## config.mk

```make
export PLATFORM = sky130hd
export DESIGN_NAME = vid_win_capture
export DESIGN_NICKNAME = d
export VERILOG_FILES = /design/src/rtl/vwc_pkg.sv /design/src/rtl/vwc_sync.sv /design/src/rtl/vwc_mode_det.sv /design/src/rtl/vwc_capture.sv /design/src/rtl/vid_win_capture.sv
export SDC_FILE = /design/constraint.sdc
export NUM_CORES = 1
export LEC_CHECK = 0
export ABC_AREA = 1
export CAP_MARGIN = 10
export CORE_ASPECT_RATIO = 1.75
export CORE_MARGIN = 1
export CORE_UTILIZATION = 30
export DETAILED_ROUTE_END_ITERATION = 8
export HOLD_SLACK_MARGIN = 0.15
export PLACE_DENSITY = 0.56
export SLEW_MARGIN = 25
export SYNTH_ARGS = -nofsm -noshare
export SYNTH_HDL_FRONTEND = slang
export SYNTH_SLANG_ARGS = --single-unit
```

## constraint.sdc

```tcl
create_clock -name clk -period 4.3 [get_ports clk]
set_clock_uncertainty 0.1 [all_clocks]
set_input_delay 1.075 -clock clk [delete_from_list [all_inputs] [get_ports clk]]
set_output_delay 1.075 -clock clk [all_outputs]
set_load 0.05 [all_outputs]
```

## src/rtl/vwc_pkg.sv

```systemverilog
package vwc_pkg;
  typedef enum logic [1:0] {
    MODE_NONE = 2'b00,
    MODE_QV   = 2'b01,
    MODE_VGA  = 2'b10
  } vmode_e;
endpackage

```

## src/rtl/vwc_sync.sv

```systemverilog
module vwc_sync #(
  parameter int W = 1
) (
  input  logic         clk,
  input  logic         rst_n,
  input  logic [W-1:0] d,
  output logic [W-1:0] q
);
  logic [W-1:0] s1_q;
  logic [W-1:0] s2_q;

  always_ff @(posedge clk or negedge rst_n) begin
    if (!rst_n) begin
      s1_q <= '0;
      s2_q <= '0;
    end else begin
      s1_q <= d;
      s2_q <= s1_q;
    end
  end

  assign q = s2_q;
endmodule

```

## src/rtl/vwc_mode_det.sv

```systemverilog
module vwc_mode_det
  import vwc_pkg::*;
#(
  parameter int LCNT_W        = 10,
  parameter int VGA_LINES_MIN = 515,
  parameter int VGA_LINES_MAX = 560,
  parameter int QV_LINES_MIN  = 251,
  parameter int QV_LINES_MAX  = 280,
  parameter int EVAL_CYCLES   = 6250000
) (
  input  logic              clk,
  input  logic              rst_n,
  input  logic              hs_rise,
  input  logic              vs_rise,
  output logic [LCNT_W-1:0] line_cnt,
  output vmode_e            mode
);
  localparam int TW = $clog2(EVAL_CYCLES + 1);

  logic [LCNT_W-1:0] lcnt_q, lcnt_d;
  logic [TW-1:0]     tmr_q, tmr_d;
  logic              pend_q, pend_d;
  logic              ref_q, ref_d;
  vmode_e            mode_q, mode_d;
  logic              in_vga, in_qv;

  assign in_vga = (lcnt_q >= LCNT_W'(VGA_LINES_MIN)) && (lcnt_q <= LCNT_W'(VGA_LINES_MAX));
  assign in_qv  = (lcnt_q >= LCNT_W'(QV_LINES_MIN))  && (lcnt_q <= LCNT_W'(QV_LINES_MAX));

  always_comb begin
    lcnt_d = lcnt_q;
    tmr_d  = tmr_q;
    pend_d = pend_q;
    ref_d  = ref_q;
    mode_d = mode_q;
    if (vs_rise) begin
      lcnt_d = '0;
    end else if (hs_rise && (lcnt_q != '1)) begin
      lcnt_d = lcnt_q + 1'b1;
    end
    if (!pend_q) begin
      if (tmr_q == TW'(EVAL_CYCLES - 1)) pend_d = 1'b1;
      else                               tmr_d  = tmr_q + 1'b1;
    end
    if (vs_rise) begin
      ref_d = 1'b1;
      if (ref_q && pend_q) begin
        pend_d = 1'b0;
        tmr_d  = '0;
        if (in_vga)     mode_d = MODE_VGA;
        else if (in_qv) mode_d = MODE_QV;
      end
    end
  end

  always_ff @(posedge clk or negedge rst_n) begin
    if (!rst_n) begin
      lcnt_q <= '0;
      tmr_q  <= '0;
      pend_q <= 1'b1;
      ref_q  <= 1'b0;
      mode_q <= MODE_NONE;
    end else begin
      lcnt_q <= lcnt_d;
      tmr_q  <= tmr_d;
      pend_q <= pend_d;
      ref_q  <= ref_d;
      mode_q <= mode_d;
    end
  end

  assign line_cnt = lcnt_q;
  assign mode     = mode_q;

  // a decision only follows a qualifying frame-sync edge
  assert_mode_on_vsync_R5: assert property (@(posedge clk) disable iff (!rst_n)
    (mode_q != $past(mode_q)) |-> $past(vs_rise && pend_q && ref_q));

  // an out-of-band count never changes the decision
  assert_keep_out_of_band_R4: assert property (@(posedge clk) disable iff (!rst_n)
    (vs_rise && !in_vga && !in_qv) |=> $stable(mode_q));

  // the code 2'b11 is never produced
  assert_mode_legal_R1: assert property (@(posedge clk) disable iff (!rst_n)
    mode_q != 2'b11);
endmodule

```

## src/rtl/vwc_capture.sv

```systemverilog
module vwc_capture
  import vwc_pkg::*;
#(
  parameter int H_PIX      = 320,
  parameter int V_ROWS     = 240,
  parameter int VST_VGA    = 34,
  parameter int VST_QV     = 7,
  parameter int FIX_HSTART = 16,
  parameter int LCNT_W     = 10,
  localparam int CW  = $clog2(H_PIX),
  localparam int RW  = $clog2(V_ROWS),
  localparam int PCW = $clog2(FIX_HSTART + H_PIX + 1)
) (
  input  logic              clk,
  input  logic              rst_n,
  input  logic              hs_fall,
  input  logic              vclk_fall,
  input  logic              de,
  input  logic [3:0]        pix,
  input  logic [1:0]        msel,
  input  vmode_e            mode,
  input  logic [LCNT_W-1:0] line_cnt,
  output logic              wr_en,
  output logic [RW-1:0]     wr_row,
  output logic [CW-1:0]     wr_col,
  output logic [3:0]        wr_data
);
  logic [PCW-1:0]    pcnt_q, pcnt_d;
  logic [PCW-1:0]    ofs;
  logic [LCNT_W-1:0] vstart, vend;
  logic              counts, row_ok, take;
  logic              wen_q;
  logic [RW-1:0]     row_q;
  logic [CW-1:0]     col_q;
  logic [3:0]        dat_q;

  always_comb begin
    vstart = (mode == MODE_VGA) ? LCNT_W'(VST_VGA) : LCNT_W'(VST_QV);
    vend   = vstart + LCNT_W'(V_ROWS);
    ofs    = (msel == 2'b01) ? PCW'(FIX_HSTART) : '0;
    counts = (msel == 2'b00) ? de : 1'b1;
    row_ok = (mode != MODE_NONE) && (line_cnt >= vstart) && (line_cnt < vend);
    take   = vclk_fall && counts && row_ok &&
             (pcnt_q >= ofs) && (pcnt_q < ofs + PCW'(H_PIX));
    pcnt_d = pcnt_q;
    if (hs_fall) begin
      pcnt_d = '0;
    end else if (vclk_fall && counts && (pcnt_q != '1)) begin
      pcnt_d = pcnt_q + 1'b1;
    end
  end

  always_ff @(posedge clk or negedge rst_n) begin
    if (!rst_n) begin
      pcnt_q <= '0;
      wen_q  <= 1'b0;
      row_q  <= '0;
      col_q  <= '0;
      dat_q  <= '0;
    end else begin
      pcnt_q <= pcnt_d;
      wen_q  <= take;
      if (take) begin
        row_q <= RW'(line_cnt - vstart);
        col_q <= CW'(pcnt_q - ofs);
        dat_q <= pix;
      end
    end
  end

  assign wr_en   = wen_q;
  assign wr_row  = row_q;
  assign wr_col  = col_q;
  assign wr_data = dat_q;

  // no write before a format is known
  assert_no_write_unknown_R10: assert property (@(posedge clk) disable iff (!rst_n)
    wen_q |-> $past(mode != MODE_NONE));

  // write addresses stay inside the window
  assert_addr_in_window_R6: assert property (@(posedge clk) disable iff (!rst_n)
    wen_q |-> ((int'(row_q) < V_ROWS) && (int'(col_q) < H_PIX)));

  // in data-enable mode a write needs enable on the sampled edge
  assert_de_gates_write_R9: assert property (@(posedge clk) disable iff (!rst_n)
    (wen_q && $past(msel == 2'b00)) |-> $past(de && vclk_fall));
endmodule

```

## src/rtl/vid_win_capture.sv

```systemverilog
module vid_win_capture
  import vwc_pkg::*;
#(
  parameter int H_PIX         = 320,
  parameter int V_ROWS        = 240,
  parameter int VST_VGA       = 34,
  parameter int VST_QV        = 7,
  parameter int FIX_HSTART    = 16,
  parameter int VGA_LINES_MIN = 515,
  parameter int VGA_LINES_MAX = 560,
  parameter int QV_LINES_MIN  = 251,
  parameter int QV_LINES_MAX  = 280,
  parameter int EVAL_CYCLES   = 6250000,
  parameter int LCNT_W        = 10,
  localparam int CW = $clog2(H_PIX),
  localparam int RW = $clog2(V_ROWS)
) (
  input  logic          clk,
  input  logic          rst_n,
  input  logic          vclk,
  input  logic          hs,
  input  logic          vs,
  input  logic          de,
  input  logic [3:0]    pix,
  input  logic [1:0]    msel,
  output logic [1:0]    mode,
  output logic          wr_en,
  output logic [RW-1:0] wr_row,
  output logic [CW-1:0] wr_col,
  output logic [3:0]    wr_data
);
  logic [7:0]        s_bus;
  logic              vclk_s, hs_s, vs_s, de_s;
  logic [3:0]        pix_s;
  logic              vclk_p, hs_p, vs_p;
  logic              vclk_fall, hs_rise, hs_fall, vs_rise;
  logic [LCNT_W-1:0] line_cnt;
  vmode_e            mode_w;

  vwc_sync #(.W(8)) u_sync (
    .clk(clk), .rst_n(rst_n),
    .d({vclk, hs, vs, de, pix}),
    .q(s_bus)
  );
  assign {vclk_s, hs_s, vs_s, de_s, pix_s} = s_bus;

  always_ff @(posedge clk or negedge rst_n) begin
    if (!rst_n) begin
      vclk_p <= 1'b0;
      hs_p   <= 1'b0;
      vs_p   <= 1'b0;
    end else begin
      vclk_p <= vclk_s;
      hs_p   <= hs_s;
      vs_p   <= vs_s;
    end
  end

  assign vclk_fall = vclk_p & ~vclk_s;
  assign hs_rise   = ~hs_p & hs_s;
  assign hs_fall   = hs_p & ~hs_s;
  assign vs_rise   = ~vs_p & vs_s;

  vwc_mode_det #(
    .LCNT_W(LCNT_W), .VGA_LINES_MIN(VGA_LINES_MIN), .VGA_LINES_MAX(VGA_LINES_MAX),
    .QV_LINES_MIN(QV_LINES_MIN), .QV_LINES_MAX(QV_LINES_MAX), .EVAL_CYCLES(EVAL_CYCLES)
  ) u_det (
    .clk(clk), .rst_n(rst_n), .hs_rise(hs_rise), .vs_rise(vs_rise),
    .line_cnt(line_cnt), .mode(mode_w)
  );

  vwc_capture #(
    .H_PIX(H_PIX), .V_ROWS(V_ROWS), .VST_VGA(VST_VGA), .VST_QV(VST_QV),
    .FIX_HSTART(FIX_HSTART), .LCNT_W(LCNT_W)
  ) u_cap (
    .clk(clk), .rst_n(rst_n), .hs_fall(hs_fall), .vclk_fall(vclk_fall),
    .de(de_s), .pix(pix_s), .msel(msel), .mode(mode_w), .line_cnt(line_cnt),
    .wr_en(wr_en), .wr_row(wr_row), .wr_col(wr_col), .wr_data(wr_data)
  );

  assign mode = mode_w;
endmodule

```

### Word level (Yosys, flattened, before mapping)

Index checks and enable logic that the tools add are counted.

| operators by class | value |
|---|---|
| add/sub/neg operators | 7 |
| magnitude comparators | 8 |
| eq/ne operators | 5 |
| muxes and demuxes | 17 |
| bitwise operators | 8 |
| reductions and logical operators | 17 |

Operators with widths:

| kind | number |
|---|---|
| $mux W23 | 4 |
| $add A23 B1 Y23 const B | 1 |
| $eq A23 B23 Y1 const B | 1 |
| $mux W10 | 2 |
| $mux W9 | 2 |
| $logic_and A1 B1 Y1 | 11 |
| $add A10 B1 Y10 const B | 1 |
| $add A10 B8 Y10 const B | 1 |
| $ge A10 B10 Y1 const B | 1 |
| $ge A10 B6 Y1 | 1 |
| $ge A10 B8 Y1 const B | 1 |
| $le A10 B10 Y1 const B | 1 |
| $le A10 B9 Y1 const B | 1 |
| $lt A10 B10 Y1 | 1 |
| $ne A10 B10 Y1 const B | 1 |
| $add A9 B1 Y9 const B | 1 |
| $add A9 B9 Y9 const B | 1 |
| $ge A9 B9 Y1 | 1 |
| $lt A9 B9 Y1 | 1 |
| $ne A9 B9 Y1 const B | 1 |
| $sub A9 B9 Y9 | 1 |
| $reduce_bool A2 Y1 | 4 |
| $sub A8 B8 Y8 | 1 |
| $mux W6 | 1 |
| 9 further kinds | 20 |

| word-level totals | value |
|---|---|
| register bits after elaboration | 87 |
| input port bits | 12 |
| output and inout bits | 24 |
| logic and storage cells | 77 |

### Depth between registers and ports, before layout

Gate-level depths: netlist (run 1).

| logic depth | value |
|---|---|
| word-level depth | 8 |
| gate-level depth with buffers | 15 |
| depth with buffers taken out | 14 |

### Cells and area by module

Synthesis (run 1) repeated with hierarchy kept, for this count alone.

| second synthesis, totals | value |
|---|---|
| cell total of the unflattened synthesis | 618 |
| area, all modules | 4752.1 um^2 |

By module, submodules not included:

| module | times used | cells each | area each (um^2) | seq. area each (um^2) |
|---|---|---|---|---|
| vwc_mode_det | 1 | 329 | 2322.2 | 927.1 |
| vwc_capture | 1 | 262 | 1924.3 | 775.7 |
| vwc_sync | 1 | 16 | 400.4 | 400.4 |
| vid_win_capture | 1 | 11 | 105.1 | 75.1 |

### Worst setup path after synthesis (run 1)

OpenSTA, ideal clock, no wires.

| timing | value |
|---|---|
| path type | input-to-reg |
| from | input msel[0] |
| to | register u_cap.col_q[2], in the netlist u_cap.wr_col[2] |
| setup time | 0.066 ns |
| arrival | 2.208 ns |
| data required time | 4.134 ns |
| path slack | 1.926 ns |
| stages | 12 |
| path buffers | 1 |
| cell sequence | inv_1 nor2_1 ha_1 nand2_1 nor2_1 a21oi_1 nor2_2 nand2_1 nor2_4 buf_6 nand2_1 nand2_1 |

| on the way | value |
|---|---|
| word-level cells in the longest chain between the ends | 6 |
| elaborated cells on any way between the ends | 11 |
| those cells by class | add/sub: 1; order compare: 2; eq/ne: 1; mux: 2; reduce/logical: 5 |

Ends and longest elaborated chain:

| what | RTL line | source |
|---|---|---|
| start, declared | vid_win_capture.sv:25 | `input logic [1:0] msel,` |
| parallel branches: the longest is 5 deep, another holds $add A9 B9 Y9 | - |  |
| $logic_and A1 B1 Y1 (*) | vwc_capture.sv:44 | `(pcnt_q >= ofs) && (pcnt_q < ofs + PCW'(H_PIX));` |
| end signal, assigned | vwc_capture.sv:65 | `col_q <= CW'(pcnt_q - ofs);` |
| end, declared | vwc_capture.sv:34 | `logic [CW-1:0] col_q;` |

Mark *: on every way between the ends.
A chain may end at the register's enable or synchronous reset.

### Final worst setup path (run 1)

| timing | value |
|---|---|
| from | register u_det.mode_q[1], in the netlist u_det.mode[1] |
| to | output mode[1] |

RTL lines:

| what | RTL line | source |
|---|---|---|
| start, declared | vwc_mode_det.sv:24 | `vmode_e mode_q, mode_d;` |
| start signal, assigned | vwc_mode_det.sv:68 | `mode_q <= mode_d;` |
| end, declared | vid_win_capture.sv:26 | `output logic [1:0] mode,` |

No word-level cell between the ends.

==> results.ini, run 1 <==
[drt]
routed-via-count=3993
via_per_inst=4.737
drt_iter0_drc=157
wl_mm=11.13
drt_pre_antenna_iters=4
drc=0
wl_per_cell_um=13.20
ant_nets=0

[worst_setup_path]
critPathLaunchType=register
worstPathRequired_ns=3.12
cp_max_fo=6
slowest_stage=clkdlybuf4s50_1
endpoint_kind=output port
critPathTopFamily=buffers and inverters
worstSetupPathType=register to output port
crit_arrival_ns=1.66
path_buf_inv=1
cp_cell_sequence=clkdlybuf4s50_1
critPathMaxStageDelay_ns=0.86

[floorplan]
die_w_um=95.97
num_rows=59
fp.coreArea_um2=14990
initial_core_util_pct=30.93
die_h_um=166.4
ios=36
die_area_um2=15970

[sta]
tns_ns=0
setup_viol=0
worst_pin_slew_ns=0.6778
finalHoldViolations=0
rsz0062_at_grt=false
whs_ns=0.2491
fmax_mhz=352.8
slew_headroom_pct=54.81
slew_violations=0
timing.final.crit_share_pct=65.91
min_period_ns=2.834

[final_layout]
layout.nets=678
n_antenna_cell=0
nFillCells=1584
final_area_um2=5450
syn_to_final_growth_pct=17.57
drive_gt1_share_pct=6.667
seqCellArea_um2=2178
utilization_pct=36.37
multi_input_area_um2=2138

[clocking]
worstSkewPairLatency_ns=0.34
clk_pin_slew_ns=0.06
clockRootBuffer=clkbuf_16
cts_made_buffers=9
cts_tree=done
post_cts_resized=0
h-tree-depth=3
ctsHoldBuffers=0
clockBufferDepth=2
post_cts_buffers=0
clock_sinks=87

[placed_design]
place_congestion=0.8410
hpwl_mm=8.353
place_area_um2=5167
io_buffers=35

[grt]
grt.overflow.total=0
grtUsageTotal_pct=15.08
grt_pass1_wl_mm=18.44
grt_pass1_vias=3884
grt_max_degree=73
antenna_found_initial=0

[pwr]
peakVddDrop_uv=161.5
power_leakage_uw=0.002697
power_uw=1669
p_per_area_nw_per_um2=306.3

[synth]
synth-seq-cells=87
synth.avg_cell_area_um2=7.513
synth_area_um2=4636
synthesis.nets=640
yosys.cell_types.count=29
synthFlopType=dfrtp_1
synthCells=617
synth_enable_flop_cells=0
ys_async_sr_fraction_pct=100.0
yosysWarningCount=0
yosysSeqAreaShare_pct=46.99

[hold_path]
hold_path.class=register to register

[run]
max_cap_viol_count=0

[run_status]
status=completed

## through the flow
step | cells | worst slack (ns)
CTS | 843 | 1.432
finish | 843 | 1.466
detailed placement | 827 | 1.127
global route | 843 | 1.267
floorplan | 617 | 1.926
global placement | 827 | 1.165
## power breakdown
part / leakage, uW / total [uW] / internal, uW / switching (uW)
registers: 0.00114 / 847 / 834 / 13.2
logic: 0.00142 / 82.2 / 28.4 / 53.9
clock network: 0.000129 / 740 / 397 / 343
total: 0.00270 / 1670 / 1260 / 410
## final timing paths
| kind | to | slack [ns] | start | cells after the start |
|---|---|---|---|---|
| worst max-delay path | mode[1] | 1.47 | u_det.mode[1] | 1 |
| worst min-delay path | u_sync.q[5] | 0.25 | u_sync.s1_q[5] | 0 |
| worst max register to register | u_cap.wr_data[3] | 1.93 | u_det.mode[0] | 10 |
| worst min register to register | u_sync.q[5] | 0.25 | u_sync.s1_q[5] | 0 |
| max in group asynchronous | u_cap.wr_col[5] | 2.75 | rst_n | 2 |
| min in group asynchronous | u_det.line_cnt[3] | 0.63 | rst_n | 1 |
## cell usage in the layout (no fill, tap or decap), types with 2 or more instances in the layout
cell               n
clkbuf_16          9
inv_6              3
clkinvlp_4         3
nor3_1            20
a211oi_1           3
clkdlybuf4s50_1   34
nor2_2             4
nand3_1           42
inv_1             60
o21ai_0           25
xnor2_1            4
nor2_1            87
nand2_2            4
xor2_1            15
inv_2              9
buf_4              2
nand4_1           11
ha_1              11
dfrtp_1           86
a21oi_1           19
nand3b_1           2
nor2_4             2
nand2_1          190
o21ai_1            5
nand3_2            3
## cell type report
cell class,count,area share (%)
Clock inverter,7,0.9871
Timing Repair Buffer,37,6.726
Tap cell,183,4.201
Multi-Input combinational cell,451,39.23
Clock buffer,9,4.132
Inverter,69,4.752
Sequential cell,87,39.97
## metal layers
metal | vias up | global-route usage, % | wire [um]
met5 | - | 0 | 0
met4 | 0 | 6.944 | 268
met3 | 13 | 3.425 | 335
met2 | 67 | 27.08 | 6095
met1 | 1873 | 16.22 | 4431
li1 | 2040 | - | -
## sequential cells by signal, summed over array words and instances, names as in the netlist
name,cells
u_det.mode,2
u_cap.wr_en,1
vs_p,1
u_sync.q,8
u_cap.wr_col,9
u_det.pend_q,1
vclk_p,1
u_cap.wr_row,8
u_cap.pcnt_q,9
u_det.ref_q,1
hs_p,1
u_cap.wr_data,4
u_det.line_cnt,10
u_sync.s1_q,8
u_det.tmr_q,23
## logic make-up (layout without fill, tap and decap cells)
kind of cell             Yosys count  after routing  synth area share, %
XOR/XNOR                          19             19                3.590
AO/OA/AOI/OAI                     53             53                5.938
adder cells (fa/ha/maj)           11             11                2.969
AND/OR/NAND/NOR                  368            368                33.63
buffers and inverters             79            122                6.882
flip-flops                        87             87                46.99
## synthesized netlist by cell type, types with 2 or more instances
master	count	share of area [%]
nand2_1	190	15
nor2_1	87	7.0
dfrtp_1	86	46
inv_1	60	4.9
nand3_1	42	4.5
o21ai_0	25	2.7
nor3_1	20	2.2
a21oi_1	19	2.1
xor2_1	15	2.8
ha_1	11	3.0
nand4_1	11	1.5
inv_2	9	0.73
o21ai_1	5	0.54
clkbuf_1	4	0.32
nand2_2	4	0.54
nor2_2	4	0.54
xnor2_1	4	0.76
a211oi_1	3	0.49
buf_2	3	0.32
nand3_2	3	0.65
buf_6	2	0.49
nand3b_1	2	0.32
nor2_4	2	0.49
(Power assumes the default switching activity.)
==> inputs of run 2 (changes only) <==
- clock period: 4.3 -> 3 ns (I/O delays scaled with it)
==> results.ini, run 2 (same netlist as run 1, synthesis figures left out) <==
[final_layout]
layout.nets=679
drive_gt1_share_pct=6.808
top_register=u_det.tmr_q
multi_input_area_um2=2138
final_cell_mix=190 x nand2_1, 87 x nor2_1, 86 x dfrtp_1
final_common_cell=nand2_1
n_antenna_cell=0
seqCellArea_um2=2178
syn_to_final_growth_pct=18.73
largest_reg_flops=23
nFillCells=1559

[floorplan]
ios=36
num_rows=59
die_area_um2=15970
die_w_um=95.97
initial_core_util_pct=30.93
fp.coreArea_um2=14990
die_h_um=166.4

[grt]
antenna_found_initial=0
grt.overflow.total=0
grt_pass1_vias=4053
grt_max_degree=54
grtUsageTotal_pct=15.28
grt_pass1_wl_mm=18.84

[drt]
drt_iter0_drc=166
routed-via-count=4050
via_per_inst=4.799
drt_pre_antenna_iters=4
drc=0
wl_per_cell_um=13.46
wl_mm=11.36
ant_nets=0

[placed_design]
place_congestion=0.8875
io_buffers=35
hpwl_mm=8.686
pre_cts_slack_ns=0.1195

[clocking]
clock_sinks=87
clk_pin_slew_ns=0.07
cts_tree=done
clockRootBuffer=clkbuf_16
cts_made_buffers=9
h-tree-depth=3
post_cts_buffers=0
worstSkewPairLatency_ns=0.34
clockBufferDepth=2
ctsHoldBuffers=0
post_cts_resized=0

[worst_setup_path]
critPathLaunchType=input port
crit_arrival_ns=2.63
path_buf_inv=2
cp_max_fo=21
critPathTopFamily=simple AND/OR/NAND/NOR gates
worstPathRequired_ns=3.13
cp_cell_sequence=clkdlybuf4s50_1 > inv_1 > nor2_1 > ha_1 > nor2_1 > o21ai_1 > nand3_1 > nor2_2 > nand3_2 > nand2_1 > nand2_1
critPathMaxStageDelay_ns=0.47
worstSetupPathType=input port to register
slowest_stage=clkdlybuf4s50_1
endpoint_kind=register

[sta]
slew_headroom_pct=59.40
tns_ns=0
post-route-worst-setup-slack_ns=0.5037
finalHoldViolations=0
worst_pin_slew_ns=0.6068
timing.final.crit_share_pct=83.21
slew_violations=0
min_period_ns=2.496
setup_viol=0
rsz0062_at_grt=false
fmax_mhz=400.6

[pwr]
peakVddDrop_uv=283.3
p_per_area_nw_per_um2=450.4
power_leakage_uw=0.002718

[run]
max_cap_viol_count=0

[run_status]
status=completed

[hold_path]
hold_path.class=register to register

## run 2: cell count changes in the layout (fill, tap and decap cells not counted), sizes merged
cell	before	now
bufinv	0	1
buf	3	4
inv	72	71
## run 2: report_power, final
part | internal [uW] | switching (uW) | leakage [uW] | total [uW]
clock network | 653 | 492 | 0.000139 | 1140
registers | 1200 | 19.5 | 0.00114 | 1210
logic | 42.1 | 77.4 | 0.00144 | 120
## run 2: path summary, 6_finish.rpt
| path | from | cells after the start | slack [ns] | end |
|---|---|---|---|---|
| min reg2reg | u_sync.s1_q[1] | 0 | 0.25 | u_sync.q[1] |
| min in group asynchronous | rst_n | 1 | 0.26 | hs_p |
| max reg2reg | u_det.mode[0] | 10 | 0.59 | u_cap.wr_row[6] |
| min | u_sync.s1_q[1] | 0 | 0.25 | u_sync.q[1] |
| max | msel[0] | 11 | 0.50 | u_cap.wr_row[6] |
| max in group asynchronous | rst_n | 2 | 1.87 | u_sync.s1_q[1] |
## run 2: final cells by class
cell class / instances / area share [%]
multi-input combinational: 451 / 38.85
clock inverter: 7 / 1.432
inverter: 69 / 4.706
clock buffer: 9 / 4.092
timing repair buffer: 38 / 7.183
sequential: 87 / 39.58
tap: 183 / 4.160
## run 2: through the flow
stage          utilization, %  hold slack (ns)  cell area, um^2  total power (uW)  cells
2_1_floorplan               -           0.2312             4636              1294    617
3_3_place_gp            34.70           0.2329             5200              1356    828
3_5_place_dp            34.70           0.2347             5200              1359    828
4_1_cts                 36.73           0.2520             5504              2527    844
5_1_grt                 36.73           0.2552             5504              2592    844
6_report                36.73           0.2485             5504              2479    844
## run 2: layer usage
metal  GRT usage [%]  vias to the layer above  wire length [um]
met5               0                        -                 0
met3           2.877                       24               322
met1           15.44                     1913              4440
li1                -                     2033                 -
met2           28.91                       80              6239
met4           7.008                        0               357
